<file path="src/rtl/imm_alloc_pkg.sv">
package imm_alloc_pkg;
  localparam int CODE_W    = 6;
  localparam int NUM_CONST = 14;
  localparam logic [CODE_W-1:0] SLOT_BASE_CODE  = 6'h20;
  localparam logic [CODE_W-1:0] CONST_BASE_CODE = 6'h2E;

  // raw value for constant entry idx (code = CONST_BASE_CODE + idx)
  function automatic logic [31:0] const_raw(input int idx);
    logic [31:0] r;
    case (idx)
      0:       r = 32'h0000_0001;
      1:       r = 32'hFFFF_FFFF;
      2:       r = 32'h0000_0000;
      3:       r = 32'h8000_0000;
      4:       r = 32'h3F80_0000;
      5:       r = 32'hBF80_0000;
      6:       r = 32'h4000_0000;
      7:       r = 32'hC000_0000;
      8:       r = 32'h3F00_0000;
      9:       r = 32'hBF00_0000;
      10:      r = 32'h4049_0FDB;
      11:      r = 32'hC049_0FDB;
      12:      r = 32'h402D_F854;
      default: r = 32'hC02D_F854;
    endcase
    return r;
  endfunction
endpackage

</file>
<file path="src/rtl/imm_const_match.sv">
module imm_const_match
  import imm_alloc_pkg::*;
#(
  parameter int VAL_W = 64
) (
  input  logic [VAL_W-1:0]  value_i,
  input  logic              w32_i,
  output logic              hit_o,
  output logic [CODE_W-1:0] code_o
);
  localparam int EXT_W = VAL_W - 32;

  logic [NUM_CONST-1:0] match;

  for (genvar i = 0; i < NUM_CONST; i++) begin : g_ent
    localparam logic [31:0] RAW = const_raw(i);
    assign match[i] = w32_i ? (value_i[31:0] == RAW)
                            : (value_i == {{EXT_W{RAW[31]}}, RAW});
  end

  always_comb begin
    hit_o  = |match;
    code_o = '0;
    for (int i = NUM_CONST - 1; i >= 0; i--) begin
      if (match[i]) code_o = CONST_BASE_CODE + CODE_W'(i);
    end
  end
endmodule

</file>
<file path="src/rtl/imm_slot_finder.sv">
module imm_slot_finder #(
  parameter int NUM_SLOTS = 6,
  localparam int IDX_W    = $clog2(NUM_SLOTS),
  localparam int NUM_PAIRS = NUM_SLOTS / 2
) (
  input  logic [NUM_SLOTS-1:0] mask_i,
  output logic                 single_ok_o,
  output logic [IDX_W-1:0]     single_idx_o,
  output logic                 pair_ok_o,
  output logic [IDX_W-1:0]     pair_idx_o
);
  logic [NUM_PAIRS-1:0] pair_free;

  for (genvar p = 0; p < NUM_PAIRS; p++) begin : g_pair
    assign pair_free[p] = ~mask_i[2*p] & ~mask_i[2*p+1];
  end

  // downward scan so the lowest index wins
  always_comb begin
    single_ok_o  = 1'b0;
    single_idx_o = '0;
    for (int k = NUM_SLOTS - 1; k >= 0; k--) begin
      if (!mask_i[k]) begin
        single_ok_o  = 1'b1;
        single_idx_o = IDX_W'(k);
      end
    end
  end

  always_comb begin
    pair_ok_o  = 1'b0;
    pair_idx_o = '0;
    for (int p = NUM_PAIRS - 1; p >= 0; p--) begin
      if (pair_free[p]) begin
        pair_ok_o  = 1'b1;
        pair_idx_o = IDX_W'(2 * p);
      end
    end
  end
endmodule

</file>
<file path="src/rtl/imm_slot_store.sv">
module imm_slot_store #(
  parameter int NUM_SLOTS = 6,
  parameter int SLOT_W    = 20,
  localparam int IDX_W    = $clog2(NUM_SLOTS),
  localparam int FIELD_W  = NUM_SLOTS * SLOT_W
) (
  input  logic                 clk_i,
  input  logic                 rst_ni,
  input  logic                 close_i,
  input  logic                 wr_single_i,
  input  logic                 wr_pair_i,
  input  logic [IDX_W-1:0]     wr_idx_i,
  input  logic [SLOT_W-1:0]    lo_i,
  input  logic [SLOT_W-1:0]    hi_i,
  output logic [NUM_SLOTS-1:0] mask_o,
  output logic [FIELD_W-1:0]   field_o,
  output logic                 field_valid_o
);
  logic [SLOT_W-1:0]    slots_q [NUM_SLOTS];
  logic [SLOT_W-1:0]    slots_d [NUM_SLOTS];
  logic [NUM_SLOTS-1:0] mask_q, mask_d;
  logic [FIELD_W-1:0]   packed_w, field_q;
  logic                 field_valid_q;

  always_comb begin
    for (int k = 0; k < NUM_SLOTS; k++) packed_w[k*SLOT_W +: SLOT_W] = slots_q[k];
  end

  // close empties the bundle first, then this cycle's write lands in it
  always_comb begin
    int base;
    base   = int'(wr_idx_i);
    mask_d = close_i ? '0 : mask_q;
    for (int k = 0; k < NUM_SLOTS; k++) begin
      slots_d[k] = close_i ? '0 : slots_q[k];
      if ((wr_single_i || wr_pair_i) && base == k) begin
        slots_d[k] = lo_i;
        mask_d[k]  = 1'b1;
      end
      if (wr_pair_i && base + 1 == k) begin
        slots_d[k] = hi_i;
        mask_d[k]  = 1'b1;
      end
    end
  end

  always_ff @(posedge clk_i or negedge rst_ni) begin
    if (!rst_ni) begin
      mask_q        <= '0;
      field_q       <= '0;
      field_valid_q <= 1'b0;
      for (int k = 0; k < NUM_SLOTS; k++) slots_q[k] <= '0;
    end else begin
      mask_q        <= mask_d;
      field_valid_q <= close_i;
      if (close_i) field_q <= packed_w;
      for (int k = 0; k < NUM_SLOTS; k++) slots_q[k] <= slots_d[k];
    end
  end

  assign mask_o        = mask_q;
  assign field_o       = field_q;
  assign field_valid_o = field_valid_q;

  AST_PAIR_EVEN: assert property (@(posedge clk_i) disable iff (!rst_ni)
    wr_pair_i |-> !wr_idx_i[0]);
  AST_SINGLE_FREE: assert property (@(posedge clk_i) disable iff (!rst_ni)
    (wr_single_i && !close_i) |-> !mask_q[wr_idx_i]);
  AST_CLOSE_EMPTY: assert property (@(posedge clk_i) disable iff (!rst_ni)
    (close_i && !wr_single_i && !wr_pair_i) |=> (mask_q == '0));
endmodule

</file>
<file path="src/rtl/imm_slot_alloc.sv">
module imm_slot_alloc
  import imm_alloc_pkg::*;
#(
  parameter int NUM_SLOTS = 6,
  parameter int SLOT_W    = 20,
  parameter int VAL_W     = 64,
  localparam int IDX_W    = $clog2(NUM_SLOTS),
  localparam int FIELD_W  = NUM_SLOTS * SLOT_W
) (
  input  logic                 clk_i,
  input  logic                 rst_ni,
  input  logic                 req_valid_i,
  input  logic [VAL_W-1:0]     req_value_i,
  input  logic                 req_w32_i,
  input  logic                 close_i,
  output logic                 rsp_valid_o,
  output logic [CODE_W-1:0]    rsp_code_o,
  output logic                 rsp_ovf_o,
  output logic                 rsp_unpl_o,
  output logic [NUM_SLOTS-1:0] mask_o,
  output logic [FIELD_W-1:0]   field_o,
  output logic                 field_valid_o
);
  logic              c_hit;
  logic [CODE_W-1:0] c_code;
  logic [31:0]       key32;
  logic              fits32, fits20;
  logic [NUM_SLOTS-1:0] mask_eff;
  logic              s_ok, p_ok;
  logic [IDX_W-1:0]  s_idx, p_idx;
  logic              wr_single, wr_pair;
  logic [IDX_W-1:0]  wr_idx;
  logic [CODE_W-1:0] code_d;
  logic              ovf_d, unpl_d;
  logic              rsp_valid_q, rsp_ovf_q, rsp_unpl_q;
  logic [CODE_W-1:0] rsp_code_q;

  imm_const_match #(.VAL_W(VAL_W)) u_match (
    .value_i (req_value_i),
    .w32_i   (req_w32_i),
    .hit_o   (c_hit),
    .code_o  (c_code)
  );

  assign key32  = req_value_i[31:0];
  assign fits32 = req_w32_i | (&req_value_i[VAL_W-1:31]) | ~(|req_value_i[VAL_W-1:31]);
  assign fits20 = (&key32[31:SLOT_W-1]) | ~(|key32[31:SLOT_W-1]);

  assign mask_eff = close_i ? '0 : mask_o;

  imm_slot_finder #(.NUM_SLOTS(NUM_SLOTS)) u_find (
    .mask_i       (mask_eff),
    .single_ok_o  (s_ok),
    .single_idx_o (s_idx),
    .pair_ok_o    (p_ok),
    .pair_idx_o   (p_idx)
  );

  // constant > unplaceable > slot placement
  always_comb begin
    wr_single = 1'b0;
    wr_pair   = 1'b0;
    wr_idx    = '0;
    code_d    = '0;
    ovf_d     = 1'b0;
    unpl_d    = 1'b0;
    if (req_valid_i) begin
      if (c_hit) begin
        code_d = c_code;
      end else if (!fits32) begin
        unpl_d = 1'b1;
      end else if (fits20) begin
        if (s_ok) begin
          wr_single = 1'b1;
          wr_idx    = s_idx;
          code_d    = SLOT_BASE_CODE + CODE_W'(s_idx);
        end else begin
          ovf_d = 1'b1;
        end
      end else if (p_ok) begin
        wr_pair = 1'b1;
        wr_idx  = p_idx;
        code_d  = SLOT_BASE_CODE + CODE_W'(p_idx);
      end else begin
        ovf_d = 1'b1;
      end
    end
  end

  imm_slot_store #(.NUM_SLOTS(NUM_SLOTS), .SLOT_W(SLOT_W)) u_store (
    .clk_i         (clk_i),
    .rst_ni        (rst_ni),
    .close_i       (close_i),
    .wr_single_i   (wr_single),
    .wr_pair_i     (wr_pair),
    .wr_idx_i      (wr_idx),
    .lo_i          (key32[SLOT_W-1:0]),
    .hi_i          (SLOT_W'(key32 >> SLOT_W)),
    .mask_o        (mask_o),
    .field_o       (field_o),
    .field_valid_o (field_valid_o)
  );

  always_ff @(posedge clk_i or negedge rst_ni) begin
    if (!rst_ni) begin
      rsp_valid_q <= 1'b0;
      rsp_code_q  <= '0;
      rsp_ovf_q   <= 1'b0;
      rsp_unpl_q  <= 1'b0;
    end else begin
      rsp_valid_q <= req_valid_i;
      rsp_code_q  <= code_d;
      rsp_ovf_q   <= ovf_d;
      rsp_unpl_q  <= unpl_d;
    end
  end

  assign rsp_valid_o = rsp_valid_q;
  assign rsp_code_o  = rsp_code_q;
  assign rsp_ovf_o   = rsp_ovf_q;
  assign rsp_unpl_o  = rsp_unpl_q;

  AST_NO_OVERFLOW_GROWTH: assert property (@(posedge clk_i) disable iff (!rst_ni)
    (rsp_ovf_o && !field_valid_o) |-> $stable(mask_o));
  AST_UNPL_MASK_HOLD: assert property (@(posedge clk_i) disable iff (!rst_ni)
    (rsp_unpl_o && !field_valid_o) |-> $stable(mask_o));
  AST_CONST_NO_SLOT: assert property (@(posedge clk_i) disable iff (!rst_ni)
    (rsp_valid_o && rsp_code_o >= CONST_BASE_CODE && !field_valid_o) |-> $stable(mask_o));
  AST_SLOT_OCCUPIED: assert property (@(posedge clk_i) disable iff (!rst_ni)
    (rsp_valid_o && !rsp_ovf_o && !rsp_unpl_o && rsp_code_o < CONST_BASE_CODE)
    |-> mask_o[rsp_code_o[IDX_W-1:0]]);
  AST_RSP_ONE_CYCLE: assert property (@(posedge clk_i) disable iff (!rst_ni)
    req_valid_i |=> rsp_valid_o);
  AST_RSP_IDLE: assert property (@(posedge clk_i) disable iff (!rst_ni)
    !req_valid_i |=> !rsp_valid_o);
  AST_ERR_CODE_ZERO: assert property (@(posedge clk_i) disable iff (!rst_ni)
    (rsp_ovf_o || rsp_unpl_o) |-> (rsp_code_o == '0 && $countones({rsp_ovf_o, rsp_unpl_o}) == 1));
endmodule

</file>
<file path="config.mk">
export PLATFORM = sky130hd
export DESIGN_NAME = imm_slot_alloc
export DESIGN_NICKNAME = d
export VERILOG_FILES = /design/src/rtl/imm_alloc_pkg.sv /design/src/rtl/imm_const_match.sv /design/src/rtl/imm_slot_finder.sv /design/src/rtl/imm_slot_store.sv /design/src/rtl/imm_slot_alloc.sv
export SDC_FILE = /design/constraint.sdc
export NUM_CORES = 1
export LEC_CHECK = 0
export BUFFER_PORTS_ARGS = -buffer_cell sky130_fd_sc_hd__buf_2
export CAP_MARGIN = 20
export CORE_MARGIN = 8
export CORE_UTILIZATION = 53
export CTS_BUF_LIST = sky130_fd_sc_hd__clkbuf_4 sky130_fd_sc_hd__clkbuf_8
export CTS_CLUSTER_SIZE = 14
export DETAILED_ROUTE_END_ITERATION = 8
export PLACE_DENSITY_LB_ADDON = 0.1
export SYNTH_ARGS = -nofsm -noshare
export SYNTH_HDL_FRONTEND = slang
export SYNTH_SLANG_ARGS = --single-unit
</file>
<file path="constraint.sdc">
create_clock -name clk_i -period 4.1 [get_ports clk_i]
set_clock_uncertainty 0.2 [all_clocks]
set_input_delay 0.615 -clock clk_i [delete_from_list [all_inputs] [get_ports clk_i]]
set_output_delay 0.615 -clock clk_i [all_outputs]
set_load 0.1 [all_outputs]
</file>
### Word-level counts from Yosys, hierarchy flattened

Cells that the tools add are included.

| operators by class | value |
|---|---|
| mux-type cells | 103 |
| add/sub/neg operators | 3 |
| bitwise operators | 14 |
| equality and inequality tests | 36 |
| reduce and logical (&&, ||, !) cells | 28 |

Operator list:

| kind | count |
|---|---|
| 64-bit equality test, second input constant | 7 |
| 20-bit two-way mux | 13 |
| 32-bit equality test, second input constant | 7 |
| 64-bit by 31-bit equality test with 1-bit output, second input constant | 3 |
| 64-bit by 30-bit equality test with 1-bit output, second input constant | 2 |
| 6-bit two-way mux | 21 |
| 32-bit by 31-bit equality test with 1-bit output, second input constant | 3 |
| 32-bit by 3-bit equality test with 1-bit output, second input constant | 2 |
| 32-bit by 30-bit equality test with 1-bit output, second input constant | 2 |
| 32-bit by 4-bit equality test with 1-bit output, second input constant | 2 |
| 64-bit by 1-bit equality test with 1-bit output, second input constant | 1 |
| 32-bit zero test | 2 |
| 64-bit zero test | 1 |
| 1-bit two-way mux | 54 |
| 3-bit two-way mux | 15 |
| 33-bit AND reduction | 1 |
| 33-bit OR reduction | 1 |
| 32-bit by 1-bit equality test with 1-bit output, second input constant | 1 |
| 32-bit by 2-bit equality test with 1-bit output, second input constant | 1 |
| 3-bit nonzero test | 6 |
| 14-bit OR reduction | 1 |
| 13-bit AND reduction | 1 |
| 13-bit OR reduction | 1 |
| 6-bit by 3-bit adder with 6-bit output, first input constant | 2 |
| 9 further kinds | 34 |

| storage, ports and cells | value |
|---|---|
| logic and storage cells | 197 |
| flip-flop bits (word level) | 256 |
| bits of input ports | 69 |
| output and inout bits | 136 |

### Longest topological paths before layout

Gate-level depths: netlist (run 1).

| depth | value |
|---|---|
| depth in word-level cells | 18 |
| mapped depth | 16 |
| gate-level depth less buffers | 13 |

### Modules after synthesis

Synthesis (run 1) repeated with hierarchy kept, for this count alone.

| unflattened totals | value |
|---|---|
| cells, all modules | 1082 |
| area, all modules | 12409.4 sq um |

Modules (own cells, without submodules):

| module | seq. area each (sq um) | cells an instance | instances | area each (sq um) |
|---|---|---|---|---|
| imm_slot_store | 6180.9 | 901 | 1 | 11114.4 |
| imm_slot_alloc | 225.2 | 85 | 1 | 711.9 |
| imm_const_match | 0.0 | 79 | 1 | 489.2 |
| imm_slot_finder | 0.0 | 17 | 1 | 93.8 |

### Worst setup path before layout (run 1)

OpenSTA, ideal clock, no wires.

| timing | value |
|---|---|
| path kind | input port to flip-flop |
| from | input req_value_i[20] |
| to | register u_store.slots_q, in the netlist u_store.packed_w[103] |
| cell stages on the path | 15 |
| setup slack | 0.092 ns |
| buffers on the path | 4 |
| data arrival time | 3.666 ns |
| required time | 3.759 ns |
| library setup time | 0.141 ns |
| cells stage by stage | clkbuf_1 > nand3_1 > or4_1 > buf_2 > a21oi_1 > o22ai_1 > nor3_1 > clkbuf_1 > nand2_1 > ha_1 > nand4b_1 > or4_1 > clkbuf_1 > nor3_1 > a31oi_1 |

| on the way | value |
|---|---|
| cells in the longest elaborated chain, start to end | 11 |
| elaborated cells on any way between the ends | 68 |
| classes of those cells | 1 x add/sub; 28 x eq/ne; 28 x mux; 2 x bitwise; 9 x reduce/logical |

RTL lines:

| element | RTL line | text |
|---|---|---|
| from (decl) | imm_slot_alloc.sv:13 | `input logic [VAL_W-1:0] req_value_i,` |
| parallel branches: the longest is 11 deep, another holds 3-bit by 1-bit adder with 4-bit output | n/a |  |
| to (decl) | imm_slot_store.sv:19 | `logic [SLOT_W-1:0] slots_q [NUM_SLOTS];` |

Parallel ways; which one is timed is not known.
A chain may end at the register's enable or synchronous reset.

### Worst setup path after layout (run 1)

| timing | value |
|---|---|
| from | input req_value_i[12] |
| to | register u_store.slots_q, in the netlist u_store.packed_w[119] |

| on the way | value |
|---|---|
| cells in the longest elaborated chain, start to end | 9 |
| elaborated cells on any way between the ends | 58 |
| classes of those cells | 1 x add/sub; 28 x eq/ne; 22 x mux; 7 x reduce/logical |

RTL lines:

| element | RTL line | text |
|---|---|---|
| 64-bit by 1-bit equality test with 1-bit output, or another cell as far along | imm_const_match.sv:18 | `: (value_i == {{EXT_W{RAW[31]}}, RAW});` |
| 1-bit two-way mux | imm_const_match.sv:17 | `assign match[i] = w32_i ? (value_i[31:0] == RAW)` |
| 14-bit OR reduction (*) | imm_const_match.sv:22 | `hit_o = \|match;` |
| 3-bit two-way mux or 1-bit two-way mux (tied branches) | imm_slot_alloc.sv:68 | `if (c_hit) begin` |
| 3-bit two-way mux or 1-bit two-way mux (tied branches) | imm_slot_alloc.sv:67 | `if (req_valid_i) begin` |
| 3-bit by 1-bit adder with 4-bit output, or another cell as far along | imm_slot_store.sv:40 | `if (wr_pair_i && base + 1 == k) begin` |
| 32-bit by 4-bit equality test with 1-bit output or 1-bit logical AND (tied branches) | imm_slot_store.sv:40, imm_slot_store.sv:36 |  |
| 1-bit logical AND or 20-bit two-way mux (tied branches) | imm_slot_store.sv:40, imm_slot_store.sv:36 |  |
| 3-bit nonzero test (no source line) or 20-bit two-way mux (tied branches) | n/a |  |

Mark *: on every way between the ends. The rest lies on a longest branch, timed or not.

==> results_dict.tcl, run 1 <==
set metrics [dict create \
    synth_edf_count 0 \
    power_frac_comb_pct 20.2 \
    yosysTopAreaCell "dfrtp_1" \
    powerDensity_nw_per_um2 469 \
    cts_sinks 256 \
    synth_mux_area_share_pct 19.0 \
    crit_path_start_kind "primary input" \
    clock_latency_ps 550 \
    clockBufferDepth 3 \
    rsz0062_at_grt "no" \
    yosys.area.top_type_share_pct 55.4 \
    netlist_top_cells_area "dfrtp_1, mux2_2, mux2i_1" \
    initialDrtViolationCount 804 \
    drv_cap 0 \
    cts_tree "done" \
    switchingPower_mw 2.17 \
    intPower_mw 4.49 \
    grt_max_degree 103 \
    antennaDiodeCount 0 \
    synth-xor-area-share_pct 0 \
    synth_compound_area_share_pct 7.59 \
    drive_above_1_share_pct 41.9 \
    firstDrtPassIters 5 \
    ir_worst_vdd_v 0.000328 \
    cts_setup_buffers 0 \
    cts.clk_slew.worst_paths_ps 60 \
    syn_inst 963 \
    crit_fanout 8 \
    grt_pass1_wl_microns 51700 \
    hold_viol 0 \
    drcViolationCount 0 \
    period_needed_ps 3770 \
    synthSimpleGateAreaFrac_pct 14.9 \
    antenna_found_initial 0 \
    ant_nets 0 \
    io_pins 205 \
    routedWlPerCell_microns 21.2 \
    die_w_microns 164 \
    dp_hpwl_microns 22800 \
    nets 1283 \
    p_sw_share_pct 32.6 \
    io_buffers 204 \
    crit_required_ps 4330 \
    hp-class "in2reg" \
    critPathKind "in2reg" \
    vias_per_cell 5.77 \
    cts_hold_buf 1 \
    grt_overflow 0 \
    cts_inserted_buffers 43 \
    status "finished clean" \
    dpl_cell_area_sq_um 13200 \
    layout.cells.non_filler 1525 \
    period_share_pct 92.0 \
    ys_types 62 \
    place.detailed.instances 1447 \
    slew_viol_final 0 \
    area_delta_synth_final_pct 22.9 \
    synth.avg_cell_area_sq_um 12.0 \
    coreArea_sq_um 21600 \
    finalSetupViolCount 0 \
    cts.repair.resized 0 \
    fmax_mhz 265 \
    initial_utilization_pct 53.5 \
    worst_pin_slew_ps 1050 \
    pwr-share-clk_pct 38.1 \
    routed-via-count 8796 \
    dieArea_sq_um 26800 \
    critPathCaptureType "flip-flop" \
    drt_wl_total_microns 32400 \
    power_leakage_nw 7.50 \
    totalPowerFinal_mw 6.66 \
    fp-row-count 54 \
    grt_pass1_vias 9132 \
    synth_top_family_by_area "multiplexers" \
    ys_seq_area_share_pct 55.4 \
    ys_ff_latch 256 \
    final_area_sq_um 14200 \
    syn-num-nets 1033 \
    arrival_ps 4000 \
    power_frac_seq_pct 41.6 \
    clockRootBuffer "clkbuf_8" \
    die_y_microns 164 \
    synthAdderAreaFrac_pct 0.108 \
    synthArstFlopShare_pct 100 \
    cts_max_level 2 \
    yosysWarnings 0 \
    synth_ff_type "dfrtp_1" \
    synth_area_sq_um 11600 \
    grt.total_usage_pct 24.3 \
    gp_congestion 0.886 \
    relSlewSlack_pct 29.3 \
]
==> metal layers <==
layer	up-vias	part of all wire (%)	GRT usage [%]
li1	4000	-	-
met1	4425	43	32.9
met2	319	48	39.3
met3	52	7.0	4.36
met4	0	1.8	7.56
met5	-	0	0
==> logic make-up after synthesis <==
group	Yosys count
simple gates	315
mux	201
buf+inv	82
fa+ha+maj	1
compound gates	108
flops	256
==> power by group through the flow <==
stage | Clock (mW) | Sequential, mW | Combinational [mW]
2_1_floorplan | 0 | 3.44 | 0.339
5_1_grt | 2.69 | 2.79 | 1.41
3_5_place_dp | 0 | 2.81 | 1.35
4_1_cts | 2.58 | 2.77 | 1.36
3_3_place_gp | 0 | 2.81 | 1.34
6_report | 2.54 | 2.77 | 1.35
==> cell type report <==
cell class | count | area [sq um]
clock buffer | 71 | 896
clock inverter | 6 | 90.1
fill | 1720 | 7410
inverter | 18 | 67.6
multi-input combinational | 625 | 4810
sequential | 256 | 6410
tap | 280 | 350
timing repair buffer | 269 | 1590
==> synthesized netlist by cell type, types with 2 or more instances <==
library cell    n
o211ai_1        8
inv_1          17
nand4_2         2
nand4_1        23
buf_2          14
dfrtp_1       256
o21a_1          2
clkbuf_1       42
a31o_1          8
a211oi_1        3
mux2i_1        57
buf_1           4
o221ai_1        2
o211ai_2       18
nor4_1         22
nor2b_1        53
or4_1           3
and4_1          2
a21oi_1        11
nand3_1        58
nor2_1         29
and3_1         12
a2bb2oi_1       2
nand2_1        65
and2_1          5
a31oi_1        12
or3_1           4
nand4b_1        2
a22o_1          8
buf_6           3
mux2_2        144
nor4_2          2
a21o_1          3
o21ai_0        17
nor3_1         23
==> flip-flops by register name, summed over array words and instances (netlist names) <==
register,cells
u_store.field_o,120
u_store.packed_w,120
rsp_code_o,6
u_store.mask_o,6
rsp_ovf_o,1
rsp_unpl_o,1
rsp_valid_o,1
u_store.field_valid_o,1
==> final timing paths <==
| path | start | endpoint | slack [ps] | cells after the start |
|---|---|---|---|---|
| max in group asynchronous | rst_ni | u_store.packed_w[41]$_DFFE_PN0P_ | 2170 | 3 |
| min | req_valid_i | rsp_valid_o$_DFF_PN0_ | 100 | 1 |
| max reg2reg | u_store.mask_o[1]$_DFF_PN0_ | u_store.packed_w[119]$_DFFE_PN0P_ | 940 | 11 |
| min in group asynchronous | rst_ni | u_store.field_o[62]$_DFFE_PN0P_ | 460 | 2 |
| max | req_value_i[12] | u_store.packed_w[119]$_DFFE_PN0P_ | 330 | 15 |
| min reg2reg | u_store.packed_w[27]$_DFFE_PN0P_ | u_store.field_o[27]$_DFFE_PN0P_ | 300 | 1 |
==> layout by cell type, fill, tap and decap left out, types with 3 or more instances in the layout <==
master / netlist / layout
dfrtp_1: 256 / 256
a21oi_1: 11 / 11
or3_1: 4 / 4
a31oi_1: 12 / 12
mux2i_1: 57 / 57
o211ai_1: 8 / 8
buf_12: 0 / 5
buf_2: 14 / 202
a211oi_1: 3 / 3
nand2_1: 65 / 65
o211ai_2: 18 / 18
or4_1: 3 / 3
mux2_2: 144 / 144
buf_4: 0 / 59
nand4_1: 23 / 23
and3_1: 12 / 12
nor2b_1: 53 / 53
a21o_1: 3 / 3
o21ai_0: 17 / 17
clkbuf_4: 0 / 13
nor3_1: 23 / 22
a31o_1: 8 / 8
nor2_1: 29 / 29
nand3_1: 58 / 58
a22o_1: 8 / 8
inv_1: 17 / 17
and2_1: 5 / 5
clkbuf_8: 0 / 58
nor4_1: 22 / 22
==> worst max-delay path, cell delays in order <==
cell	delay, ps
buf_2	110
nor4_1	770
nand4_1	170
buf_4	210
nor3_1	240
o2bb2ai_1	190
a211oi_1	120
nand2_1	120
nor3_1	60
ha_1	300
nand4b_1	190
nor4_1	260
buf_4	180
a21oi_1	180
a31o_1	280
==> per-stage QoR <==
step	worst slack (ps)	utilization [%]	setup TNS, ps	hold WS (ps)
after floorplan	92.4	-	0	119
after global placement	-82.8	61.1	-1570	278
after detailed placement	-153	61.1	-5990	286
after CTS	343	65.7	0	69.9
after global routing	61.7	65.7	0	81.4
final	327	65.7	0	96.9
Note: power is estimated with default switching activity, not from simulation.
==> inputs of run 2 (changes only) <==
Settings changed: CORE_UTILIZATION 53 to 58.
==> run 2 against run 1 <==
  * Power is 1.3% lower
  * Die area is 7.8% lower
  * Routed wire length hardly changed
  * Maximum frequency is 6.2% higher
  * Core utilization is 6.8 points higher
  * Sequential cell count stayed put
  * Non-clock buffer count is 3 lower
  * Clock power is 4% lower
  * Critical path depth is 1 lower
  * Hold slack better by 16 ps
  * Critical endpoint is now u_store.packed_w[110]$_DFFE_PN0P_
==> results_dict.tcl, run 2 (same netlist as run 1, synthesis figures left out) <==
set metrics [dict create \
    routed-via-count 8784 \
    nFillCells 1402 \
    io_pins 205 \
    grt_overflow 0 \
    ir_worst_vdd_v 0.000386 \
    drcViolationCount 0 \
    grt_pass1_wl_microns 51700 \
    antennaDiodeCount 0 \
    die_y_microns 157 \
    routedWlPerCell_microns 21.6 \
    initial_utilization_pct 59.2 \
    max_stage_delay_ps 590 \
    nets 1279 \
    cts_inserted_buffers 42 \
    setup-tns-final_ps 0 \
    cp_slowest_cell "or4_1" \
    totalPowerFinal_mw 6.57 \
    relSlewSlack_pct 40.2 \
    hp-class "in2reg" \
    rr_worst_depth 11 \
    fmax_mhz 281 \
    layout_commonest_cell "dfrtp_1" \
    firstDrtPassIters 5 \
    crit_cells 14 \
    die_w_microns 157 \
    slew_viol_final 0 \
    p_sw_share_pct 33.0 \
    cts.repair.resized 0 \
    cts_hold_buf 1 \
    area_delta_synth_final_pct 22.5 \
    status "finished clean" \
    grt_pass1_vias 9297 \
    drive_above_1_share_pct 41.6 \
    power_leakage_nw 7.47 \
    power_frac_comb_pct 20.5 \
    grt_max_degree 114 \
    clockRootBuffer "clkbuf_8" \
    cts_setup_buffers 0 \
    hold_path_depth 1 \
    clock_latency_ps 540 \
    vias_per_cell 5.84 \
    rsz0062_at_grt "no" \
    intPower_mw 4.41 \
    dp_hpwl_microns 23000 \
    arrival_ps 3780 \
    worst_pin_slew_ps 897 \
    antenna_found_initial 1 \
    dpl_cell_area_sq_um 13200 \
    clockBufferDepth 3 \
    dieArea_sq_um 24700 \
    gp_congestion 0.901 \
    final_area_sq_um 14200 \
    coreArea_sq_um 19500 \
    layout_common_cells "dfrtp_1, buf_2, mux2_2" \
    cts_max_level 2 \
    fp-row-count 51 \
    cts_sinks 256 \
    hold_viol 0 \
    io_buffers 204 \
    power_frac_seq_pct 42.2 \
    crit_required_ps 4320 \
    pre_cts_ws_ps 60.6 \
    critical-path-top-delay-family "simple AND/OR/NAND/NOR gates" \
    worst_slack_ps 547 \
    crit_chain "buf_2 -> or4_1 -> nand3b_1 -> nor3_1 -> o2bb2ai_1 -> a211oi_1 -> nand2_1 -> nor3_1 -> ha_1 -> nand4b_1 -> or4_1 -> buf_4 -> nor3_1 -> a31oi_1" \
    grt.total_usage_pct 26.5 \
    period_share_pct 86.7 \
    powerDensity_nw_per_um2 464 \
    switchingPower_mw 2.17 \
    critPathKind "in2reg" \
    drt_wl_total_microns 32400 \
    period_needed_ps 3550 \
    initialDrtViolationCount 711 \
    worst_path_most_repeated_cell "nor3_1" \
    cts_tree "done" \
    pwr-share-clk_pct 37.3 \
    critPathCaptureType "flip-flop" \
    crit_path_start_kind "primary input" \
    worst-path-buf-inv 2 \
    finalSetupViolCount 0 \
    cts.clk_slew.worst_paths_ps 70 \
    holdWs_ps 113 \
    drv_cap 0 \
    ant_nets 0 \
    crit_fanout 12 \
]
-- run 2: changes by cell type in the layout (fill, tap and decap cells not counted) --
cell        previous run  this run
inv_8                  0         1
clkinv_2               1         4
clkbuf_4              13         6
buf_16                 0         1
clkbuf_8              58        57
clkinv_4               1         0
buf_12                 5         6
buf_4                 59        54
clkinvlp_4             1         2
-- run 2: worst paths after layout --
check	start	to	slack, ps
worst max-delay path	req_value_i[24]	u_store.packed_w[110]$_DFFE_PN0P_	550
worst min-delay path	req_valid_i	rsp_valid_o$_DFF_PN0_	110
worst max register to register	u_store.mask_o[1]$_DFF_PN0_	u_store.packed_w[110]$_DFFE_PN0P_	1000
worst min register to register	u_store.packed_w[98]$_DFFE_PN0P_	u_store.field_o[98]$_DFFE_PN0P_	300
max in group asynchronous	rst_ni	u_store.field_o[8]$_DFFE_PN0P_	2270
min in group asynchronous	rst_ni	u_store.field_o[109]$_DFFE_PN0P_	550
-- run 2: cell type report --
| cell class | instances | area (sq um) | share of cell area [%] |
|---|---|---|---|
| inverter | 18 | 67.6 | 0.477 |
| clock buffer | 63 | 830 | 5.86 |
| multi-input combinational | 625 | 4810 | 34.0 |
| tap | 265 | 332 | 2.34 |
| timing repair buffer | 266 | 1600 | 11.3 |
| sequential | 256 | 6410 | 45.2 |
| clock inverter | 10 | 115 | 0.813 |
-- run 2: power by group through the flow --
stage	registers (mW)	clock network, mW	logic [mW]
2_1_floorplan	3.44	0	0.339
3_3_place_gp	2.81	0	1.34
3_5_place_dp	2.81	0	1.35
4_1_cts	2.77	2.49	1.35
5_1_grt	2.79	2.62	1.41
6_report	2.77	2.45	1.35
-- run 2: per-layer routing --
layer	GRT usage [%]	vias to the layer above	wire length (microns)
met3	5.68	52	2360
li1	-	3993	-
met2	43.6	319	15900
met5	0	-	13
met1	34.9	4418	13600
met4	7.71	2	613
-- run 2: through the flow --
step / util, % / instances
floorplan: - / 963
global placement: 67.5 / 1428
detailed placement: 67.5 / 1428
CTS: 72.4 / 1502
global route: 72.5 / 1503
finish: 72.5 / 1503
==> inputs of run 3 (changes only) <==
Settings changed: CORE_UTILIZATION 58 to 56, CTS_BUF_LIST sky130_fd_sc_hd__clkbuf_4 sky130_fd_sc_hd__clkbuf_8 to not set.
==> run 3 against run 2 <==
  * Combinational power is essentially flat
  * Sequential share of layout area increased by 0.37 points
  * First-iteration DRC count is 17% lower
  * Final cell count decreased by 1.7%
  * Highest routed layer is now met4
  * The run now ends with hold timing left
  * Power fell by 1.0%
  * Register-to-register slack worse by 110 ps
==> results_dict.tcl, run 3 (same netlist as run 1, synthesis figures left out) <==
set metrics [dict create \
    fp-row-count 52 \
    critPathKind "in2reg" \
    slew_viol_final 0 \
    layout.cells.non_filler 1477 \
    cts.clk_slew.worst_paths_ps 60 \
    crit_chain "buf_2 -> or4_1 -> nand3b_1 -> nor3_1 -> o2bb2ai_1 -> a211oi_1 -> nand2_1 -> nor3_1 -> ha_1 -> nand4b_1 -> or4_1 -> buf_4 -> nor3_1 -> a31oi_1" \
    antennaDiodeCount 0 \
    drcViolationCount 0 \
    cts_hold_buf 0 \
    coreArea_sq_um 20200 \
    power_frac_comb_pct 20.8 \
    dieArea_sq_um 25500 \
    final_util_pct 69.4 \
    initial_utilization_pct 57.1 \
    grt_pass1_vias 9242 \
    arrival_ps 3860 \
    p_sw_share_pct 32.9 \
    io_buffers 204 \
    critPathCaptureType "flip-flop" \
    r2r_end "u_store.packed_w[107]$_DFFE_PN0P_" \
    place.detailed.instances 1428 \
    drv_cap 0 \
    switchingPower_mw 2.14 \
    crit_fanout 12 \
    ant_nets 0 \
    rr_worst_depth 11 \
    die_y_microns 160 \
    grt_pass1_wl_microns 52200 \
    die_w_microns 160 \
    grt_overflow 0 \
    nFillCells 1536 \
    rsz0062_at_grt "no" \
    setup-tns-final_ps 0 \
    cts_sinks 256 \
    crit_required_ps 4310 \
    cp_slowest_cell "or4_1" \
    r2r_slack_ps 890 \
    firstDrtPassIters 5 \
    powerDensity_nw_per_um2 463 \
    hp-class "in2async" \
    power_leakage_nw 7.38 \
    grt_max_degree 120 \
    finalSetupViolCount 0 \
    clockRootBuffer "clkbuf_16" \
    pwr-share-clk_pct 36.5 \
    period_share_pct 89.0 \
    fmax_mhz 274 \
    worst_path_most_repeated_cell "nor3_1" \
    layout_common_cells "dfrtp_1, buf_2, mux2_2" \
    power_frac_seq_pct 42.7 \
    worstReg2RegStart "u_store.mask_o[2]$_DFF_PN0_" \
    worst_pin_slew_ps 945 \
    layout_commonest_cell "dfrtp_1" \
    area_delta_synth_final_pct 21.5 \
    antenna_found_initial 0 \
    grt.total_usage_pct 25.2 \
    status "finished with violations" \
    cts_max_level 1 \
    relSlewSlack_pct 37.0 \
    vias_per_cell 5.91 \
    gp_congestion 0.908 \
    holdWs_ps -27.6 \
    max_stage_delay_ps 630 \
    hold_viol 26 \
    cts_tree "done" \
    routed-via-count 8727 \
    period_needed_ps 3650 \
    ir_worst_vdd_v 0.000304 \
    intPower_mw 4.37 \
    clockBufferDepth 3 \
    initialDrtViolationCount 592 \
    dp_hpwl_microns 23100 \
    clock_latency_ps 530 \
    nets 1257 \
    cts_setup_buffers 0 \
    drive_above_1_share_pct 39.6 \
    cts_inserted_buffers 27 \
    crit_path_start_kind "primary input" \
    drt_wl_total_microns 32300 \
    routedWlPerCell_microns 21.9 \
    io_pins 205 \
    violations "hold timing" \
    cts.repair.resized 0 \
]
-- run 3: cell type report --
type	count	area (sq um)	area share, %
Clock buffer	40	785	5.59
Clock inverter	9	87.6	0.624
Inverter	18	67.6	0.481
Multi-Input combinational cell	625	4810	34.3
Sequential cell	256	6410	45.6
Tap cell	270	338	2.41
Timing Repair Buffer	259	1550	11.0
-- run 3: worst max-delay path by stage --
stage	from	end	slack, ps	depth (start not counted)
3_3_place_gp	req_value_i[24]	u_store.packed_w[112]$_DFFE_PN0P_	20	13
4_1_cts	req_value_i[25]	u_store.packed_w[107]$_DFFE_PN0P_	510	14
3_5_place_dp	req_value_i[25]	u_store.packed_w[107]$_DFFE_PN0P_	-20	14
6_report	req_value_i[24]	u_store.packed_w[107]$_DFFE_PN0P_	450	14
2_1_floorplan	req_value_i[20]	u_store.packed_w[103]$_DFFE_PN0P_	90	15
5_1_grt	req_value_i[24]	u_store.packed_w[107]$_DFFE_PN0P_	180	14
-- run 3: worst max-delay path: cells and delay by family --
family / cells / cell delay (ps)
buffers and inverters: 2 / 300
and+or+nand+nor: 8 / 2280
AOI/OAI and AO/OA: 3 / 360
adders and majority gates: 1 / 300
-- run 3: power groups by stage --
stage               logic, mW  registers, mW  clock network, mW
finish                   1.35           2.78               2.38
CTS                      1.36           2.78               2.42
floorplan               0.339           3.44                  0
detailed placement       1.36           2.82                  0
global route             1.42           2.79               2.53
global placement         1.35           2.81                  0
-- run 3: metrics by stage --
step	power [mW]	area (sq um)	worst slack [ps]
3_3_place_gp	4.16	13200	20.1
6_report	6.51	14000	451
5_1_grt	6.74	14000	181
4_1_cts	6.56	14000	515
3_5_place_dp	4.17	13200	-22.6
2_1_floorplan	3.78	11600	92.4
-- run 3: routing by layer --
layer / global-route usage [%] / part of all wire [%] / up-vias
met2: 41.0 / 48 / 309
met4: 7.12 / 2.2 / 0
li1: - / - / 3946
met1: 33.4 / 43 / 4419
met3: 5.66 / 7.2 / 53
met5: 0 / 0 / -
